## src/rtl/serial_rx_pkg.sv

```systemverilog
package serial_rx_pkg;
   localparam int CHAR_W = 8;

   typedef enum logic [2:0] {
      RX_IDLE,
      RX_START,
      RX_DATA,
      RX_PAR,
      RX_STOP
   } rx_state_e;

   // index of the last data bit for a length code
   function automatic logic [2:0] last_bit_idx(input logic [1:0] len_code);
      case (len_code)
         2'b11:   last_bit_idx = 3'd5;
         2'b10:   last_bit_idx = 3'd6;
         default: last_bit_idx = 3'd7;
      endcase
   endfunction
endpackage

```

## src/rtl/serial_rx_sync.sv

```systemverilog
module serial_rx_sync #(
   parameter int STAGES = 2
) (
   input  logic clk,
   input  logic rst_n,
   input  logic d_in,
   output logic d_out
);
   generate
      if (STAGES == 0) begin : g_pass
         assign d_out = d_in;
      end else begin : g_chain
         logic [STAGES-1:0] chain;
         always_ff @(posedge clk or negedge rst_n) begin
            if (!rst_n) chain <= '1;
            else if (STAGES == 1) chain[0] <= d_in;
            else chain <= {chain[STAGES-2:0], d_in};
         end
         assign d_out = chain[STAGES-1];
      end
   endgenerate
endmodule

```

## src/rtl/serial_rx_framer.sv

```systemverilog
module serial_rx_framer
   import serial_rx_pkg::*;
#(
   parameter int DIV_W = 8
) (
   input  logic              clk,
   input  logic              rst_n,
   input  logic              clr,
   input  logic              os_tick,
   input  logic              rx_line,
   input  logic [DIV_W-1:0]  bit_div,
   input  logic [1:0]        mode_len,
   input  logic [2:0]        mode_par,
   output logic              chr_push,
   output logic [CHAR_W-1:0] chr_data,
   output logic              chr_perr,
   output logic              chr_ferr
);
   rx_state_e         state;
   logic [DIV_W-1:0]  cnt;
   logic [2:0]        bit_idx;
   logic [CHAR_W-1:0] shreg;
   logic              line_q;
   logic              par_acc;
   logic              perr_pend;
   logic              push_q;
   logic              perr_q;
   logic              ferr_q;
   logic [2:0]        last_idx;
   logic              par_on;
   logic              par_odd;
   logic              at_mid;
   logic              at_full;

   always_comb begin
      last_idx = last_bit_idx(mode_len);
      par_on   = (mode_par[2:1] == 2'b00);
      par_odd  = mode_par[0];
      at_mid   = (cnt == (bit_div >> 1));
      at_full  = (cnt == bit_div);
   end

   always_ff @(posedge clk or negedge rst_n) begin
      if (!rst_n) begin
         state     <= RX_IDLE;
         cnt       <= '0;
         bit_idx   <= '0;
         shreg     <= '0;
         line_q    <= 1'b1;
         par_acc   <= 1'b0;
         perr_pend <= 1'b0;
         push_q    <= 1'b0;
         perr_q    <= 1'b0;
         ferr_q    <= 1'b0;
      end else begin
         push_q <= 1'b0;
         if (os_tick) line_q <= rx_line;
         if (clr) begin
            state <= RX_IDLE;
         end else if (os_tick) begin
            case (state)
               RX_IDLE: begin
                  if (line_q && !rx_line) begin
                     state <= RX_START;
                     cnt   <= '0;
                  end
               end
               RX_START: begin
                  if (at_mid) begin
                     cnt       <= '0;
                     bit_idx   <= '0;
                     shreg     <= '0;
                     par_acc   <= 1'b0;
                     perr_pend <= 1'b0;
                     state     <= rx_line ? RX_IDLE : RX_DATA;
                  end else begin
                     cnt <= cnt + 1'b1;
                  end
               end
               RX_DATA: begin
                  if (at_full) begin
                     cnt            <= '0;
                     shreg[bit_idx] <= rx_line;
                     par_acc        <= par_acc ^ rx_line;
                     if (bit_idx == last_idx) state <= par_on ? RX_PAR : RX_STOP;
                     else bit_idx <= bit_idx + 1'b1;
                  end else begin
                     cnt <= cnt + 1'b1;
                  end
               end
               RX_PAR: begin
                  if (at_full) begin
                     cnt       <= '0;
                     perr_pend <= (rx_line != (par_acc ^ par_odd));
                     state     <= RX_STOP;
                  end else begin
                     cnt <= cnt + 1'b1;
                  end
               end
               RX_STOP: begin
                  if (at_full) begin
                     cnt    <= '0;
                     push_q <= 1'b1;
                     ferr_q <= !rx_line;
                     perr_q <= par_on && perr_pend;
                     state  <= RX_IDLE;
                  end else begin
                     cnt <= cnt + 1'b1;
                  end
               end
               default: state <= RX_IDLE;
            endcase
         end
      end
   end

   assign chr_push = push_q;
   assign chr_data = shreg;
   assign chr_perr = perr_q;
   assign chr_ferr = ferr_q;
endmodule

```

## src/rtl/serial_rx_fifo.sv

```systemverilog
module serial_rx_fifo #(
   parameter int DEPTH = 8,
   parameter int WIDTH = 8
) (
   input  logic             clk,
   input  logic             rst_n,
   input  logic             clr,
   input  logic             wr,
   input  logic [WIDTH-1:0] wdata,
   input  logic             rd,
   output logic [WIDTH-1:0] rdata,
   output logic             empty,
   output logic             full
);
   localparam int AW = $clog2(DEPTH);

   logic [WIDTH-1:0] mem [DEPTH];
   logic [AW:0]      wp;
   logic [AW:0]      rp;

   assign empty = (wp == rp);
   assign full  = (wp[AW] != rp[AW]) && (wp[AW-1:0] == rp[AW-1:0]);
   assign rdata = mem[rp[AW-1:0]];

   always_ff @(posedge clk) begin
      if (wr) mem[wp[AW-1:0]] <= wdata;
   end

   always_ff @(posedge clk or negedge rst_n) begin
      if (!rst_n) begin
         wp <= '0;
         rp <= '0;
      end else if (clr) begin
         wp <= '0;
         rp <= '0;
      end else begin
         if (wr) wp <= wp + 1'b1;
         if (rd) rp <= rp + 1'b1;
      end
   end
endmodule

```

## src/rtl/serial_rx_deframer.sv

```systemverilog
module serial_rx_deframer
   import serial_rx_pkg::*;
#(
   parameter int FIFO_DEPTH  = 8,
   parameter int DIV_W       = 8,
   parameter int SYNC_STAGES = 2
) (
   input  logic              clk,
   input  logic              rst_n,
   input  logic              os_tick,
   input  logic              rxd,
   input  logic              rx_enable,
   input  logic              rx_soft_reset,
   input  logic [DIV_W-1:0]  bit_div,
   input  logic [1:0]        mode_len,
   input  logic [2:0]        mode_par,
   input  logic              rd_pop,
   output logic [CHAR_W-1:0] rd_data,
   output logic              rx_empty,
   output logic              err_parity,
   output logic              err_frame,
   output logic              err_overrun
);
   generate
      if (FIFO_DEPTH < 2 || (FIFO_DEPTH & (FIFO_DEPTH - 1)) != 0) begin : g_bad_depth
         $error("FIFO_DEPTH must be a power of two of at least 2");
      end
      if (DIV_W < 2) begin : g_bad_div
         $error("DIV_W must be at least 2");
      end
   endgenerate

   logic              rx_line;
   logic              chr_push;
   logic [CHAR_W-1:0] chr_data;
   logic              chr_perr;
   logic              chr_ferr;
   logic              fifo_full;
   logic              fifo_empty;

   serial_rx_sync #(.STAGES(SYNC_STAGES)) u_sync (
      .clk   (clk),
      .rst_n (rst_n),
      .d_in  (rxd),
      .d_out (rx_line)
   );

   serial_rx_framer #(.DIV_W(DIV_W)) u_framer (
      .clk      (clk),
      .rst_n    (rst_n),
      .clr      (rx_soft_reset || !rx_enable),
      .os_tick  (os_tick),
      .rx_line  (rx_line),
      .bit_div  (bit_div),
      .mode_len (mode_len),
      .mode_par (mode_par),
      .chr_push (chr_push),
      .chr_data (chr_data),
      .chr_perr (chr_perr),
      .chr_ferr (chr_ferr)
   );

   serial_rx_fifo #(.DEPTH(FIFO_DEPTH), .WIDTH(CHAR_W)) u_fifo (
      .clk   (clk),
      .rst_n (rst_n),
      .clr   (rx_soft_reset),
      .wr    (chr_push && !fifo_full && !rx_soft_reset),
      .wdata (chr_data),
      .rd    (rd_pop && !fifo_empty && !rx_soft_reset),
      .rdata (rd_data),
      .empty (fifo_empty),
      .full  (fifo_full)
   );

   assign rx_empty = fifo_empty;

   always_ff @(posedge clk or negedge rst_n) begin
      if (!rst_n) begin
         err_parity  <= 1'b0;
         err_frame   <= 1'b0;
         err_overrun <= 1'b0;
      end else if (rx_soft_reset) begin
         err_parity  <= 1'b0;
         err_frame   <= 1'b0;
         err_overrun <= 1'b0;
      end else if (chr_push) begin
         if (fifo_full) err_overrun <= 1'b1;
         if (chr_perr)  err_parity  <= 1'b1;
         if (chr_ferr)  err_frame   <= 1'b1;
      end
   end
endmodule

```

## config.mk

```make
export PLATFORM = sky130hd
export DESIGN_NAME = serial_rx_deframer
export DESIGN_NICKNAME = d
export VERILOG_FILES = /design/src/rtl/serial_rx_pkg.sv /design/src/rtl/serial_rx_sync.sv /design/src/rtl/serial_rx_framer.sv /design/src/rtl/serial_rx_fifo.sv /design/src/rtl/serial_rx_deframer.sv
export SDC_FILE = /design/constraint.sdc
export NUM_CORES = 1
export LEC_CHECK = 0
export ABC_AREA = 1
export ABC_CLOCK_PERIOD_IN_PS = 2600
export BUFFER_PORTS_ARGS = -buffer_cell sky130_fd_sc_hd__buf_4
export CORE_MARGIN = 5
export CORE_UTILIZATION = 25
export DETAILED_ROUTE_END_ITERATION = 8
export MAX_ROUTING_LAYER = met4
export PLACE_DENSITY = 0.53
export SLEW_MARGIN = 0
export SYNTH_ARGS = -nofsm -noshare
export SYNTH_HDL_FRONTEND = slang
export SYNTH_HIERARCHICAL = 1
export SYNTH_SLANG_ARGS = --single-unit
```

## constraint.sdc

```tcl
create_clock -name clk -period 2.6 [get_ports clk]
set_clock_uncertainty 0.15 [all_clocks]
set_input_delay 0.39 -clock clk [delete_from_list [all_inputs] [get_ports clk]]
set_output_delay 0.39 -clock clk [all_outputs]
set_load 0.05 [all_outputs]
```

==> metrics.txt <==
result of the run completed; Worst Setup Path Type reg -> out; Cell variety after synth 37; wire length of the first global-routing pass 19,520 um; final setup violating endpoints 0; post-route clock period utilization 0.9254; fraction of the yosys area taken by sequential cells 0.5438; Residual DRC 0; number of detailed-routing iterations run before antenna repair 5; number of global-route vias before repair 3,887; DRT antenna net count 0; signed area change from the synthesized netlist to the final layout 16.30%; critical path startpoint category flop; clock latency reported for the late side of the worst-skew pair 360 ps; Min-Delay Path Class in -> reg; post-synthesis instance area 5428 um2; Vias/cell 4.182; static leakage power 0.002895 uW; RSZ-0062 raised after global routing false; ratio of total power to cell area 596.9 nW/um2; fraction of layout cells with a size suffix above 1 0.1356; master cell of the clock root buffer clkbuf_16; data arrival time of the critical path 1870 ps; final slew viol count 0; Core ar. 21,620 um2; average routed wire per standard cell 11.94 um; vias after detailed routing 4,069; H-tree depth reported by CTS 3; number of buffers added by the clock tree synthesis step 9; chip height 157.3 um; num rows 54; maximum number of pins on one net before global-route repair 42; Post-Syn Instances 645; number of antenna violations at the first check in global routing 0; floorplan die width 157.3 um; Final Net Count 712; highest fanout seen on the critical path 32; drt total wl 11,620 um; MaxCap Viol Count 0; clock transition at the registers of the reported paths 70 ps; Boundary Pins 32; RD Place Congestion 0.7831; grt ovf 0; warning count from the yosys run 6; sum of negative setup slack 0 ps; Critical Path Sink Type output pin; CTS tree yes; Register Area 2952 um2; worst path required time 2060 ps; maximum clock insertion buffer count 2; Total Routing Usage GR 0.1019; average cell area after synthesis 8.415 um2; area enclosed by the die boundary 24,760 um2; post-detailed-placement half-perimeter wirelength 8351 um; number of nets produced by synthesis 669; headroom to the max-slew limit 0.6351; number of fill cells 2,316; starting utilization of the core area 0.2510; antenna fix cells 0; highest ir drop seen on vdd 0.3118 mV; Final Hold Fails 0; FF+latch count, synth 105; combined area of the multi-input logic cells 1908 um2; slew at the pin closest to its max-slew limit 547.4 ps; TritonCTS sink count 105; minimum period implied by the final worst setup slack 2406 ps; number of input and output port buffers inserted 31; worst hold slack 135.2 ps; drt initial violations 220; fmax 415.6 MHz
## path summary, 6_finish.rpt
kind                                            to  cells after the start                     from  slack [ps]
min in group asynchronous          u_framer/cnt[7]                      2                    rst_n         410
min                                      err_frame                      2            rx_soft_reset         140
min reg2reg                u_sync/g_chain.chain[1]                      0  u_sync/g_chain.chain[0]         210
max reg2reg                       u_fifo/mem[4][1]                      7             u_fifo/rp[3]         480
max                                     rd_data[0]                      8             u_fifo/rp[0]         190
max in group asynchronous     u_framer/chr_data[1]                      2                    rst_n        1510
## layout make-up
| type | instances | area share |
|---|---|---|
| clock inverter | 7 | 0.01169 |
| clock buffer | 9 | 0.03568 |
| timing repair buffer | 47 | 0.05728 |
| inverter | 117 | 0.06997 |
| tap | 280 | 0.05550 |
| sequential | 105 | 0.4676 |
| multi-input combinational | 408 | 0.3023 |
## kinds of logic after synthesis
kind of cell,after synthesis,synth area share
buf+inv,132,0.1047
flops,105,0.5438
compound gates,57,0.05994
fa+ha+maj,4,0.009221
xor+xnor,11,0.01775
simple gates,336,0.2646
## metrics by stage
stage          std cells    util  total power (uW)  setup WS [ps]  instance area [um2]
2_1_floorplan        645       -              2289          172.1                 5428
3_3_place_gp         955  0.2770              2442          465.1                 5989
3_5_place_dp         955  0.2770              2446          448.1                 5989
4_1_cts              973  0.2918              3837          174.3                 6309
5_1_grt              973  0.2920              3973          9.810                 6312
6_report             973  0.2920              3768          194.0                 6312
## layer usage
metal  vias to the layer above  GRT usage  wire length (um)
li1                       2122          -                 -
met1                      1875     0.1367              5782
met2                        63     0.1561              5292
met3                         9    0.02530               461
met4                         0    0.02335                80
met5                         -          -                 0
## Yosys cell counts, drive strengths merged
cell,instances,area share
a2111oi,1,0.0016
a211oi,1,0.0014
a21boi,4,0.0055
a21oi,26,0.027
buf,14,0.022
clkbuf,1,0.00092
clkinv,2,0.0014
dfrtp,38,0.18
dfstp,3,0.015
edfxtp,64,0.35
ha,4,0.0092
inv,115,0.080
nand2,214,0.15
nand3,47,0.050
nand4,8,0.0092
nor2,52,0.037
nor3,8,0.0074
nor3b,3,0.0041
nor4,1,0.0012
o21ai,22,0.020
o21bai,1,0.0021
o22ai,2,0.0023
or2,3,0.0035
xnor2,10,0.016
xor2,1,0.0016
## timing repair
action,4_1_cts,5_1_grt
resized for setup,0,1
endpoints found under the setup margin,0,2
hold buffers,2,0
setup buffers,0,0
hold endpoints to repair,39,0
## sequential cells by signal, indices dropped and copies added (netlist names), 2 cells and up
name,count
u_framer/bit_idx,3
u_framer/cnt,8
u_fifo/rp,4
u_framer/state,3
u_fifo/mem,64
u_framer/chr_data,8
u_fifo/wp,4
u_sync/g_chain.chain,2
## critical path, stage by stage (launching register included)
cell and delay [ps]:
dfrtp_1 390, buf_4 210, inv_4 280, nand2_1 100
nand3_1 130, nand2_1 70, nand2_1 80, nand2_1 60
buf_4 190
## layout by cell type (no fill, tap or decap), types with 9 or more instances in the layout
master,count
nand2_1,208
buf_4,44
nor2_1,49
nand3_1,44
clkbuf_16,9
o21ai_1,10
xnor2_1,10
dfrtp_1,38
o21ai_0,12
edfxtp_1,64
a21oi_1,24
inv_2,11
inv_1,103
## power by group
group	internal [uW]	total (uW)	switching, uW
combinational	127	306	179
clock	684	1360	680
sequential	1940	2100	155
(Power assumes the default switching activity.)
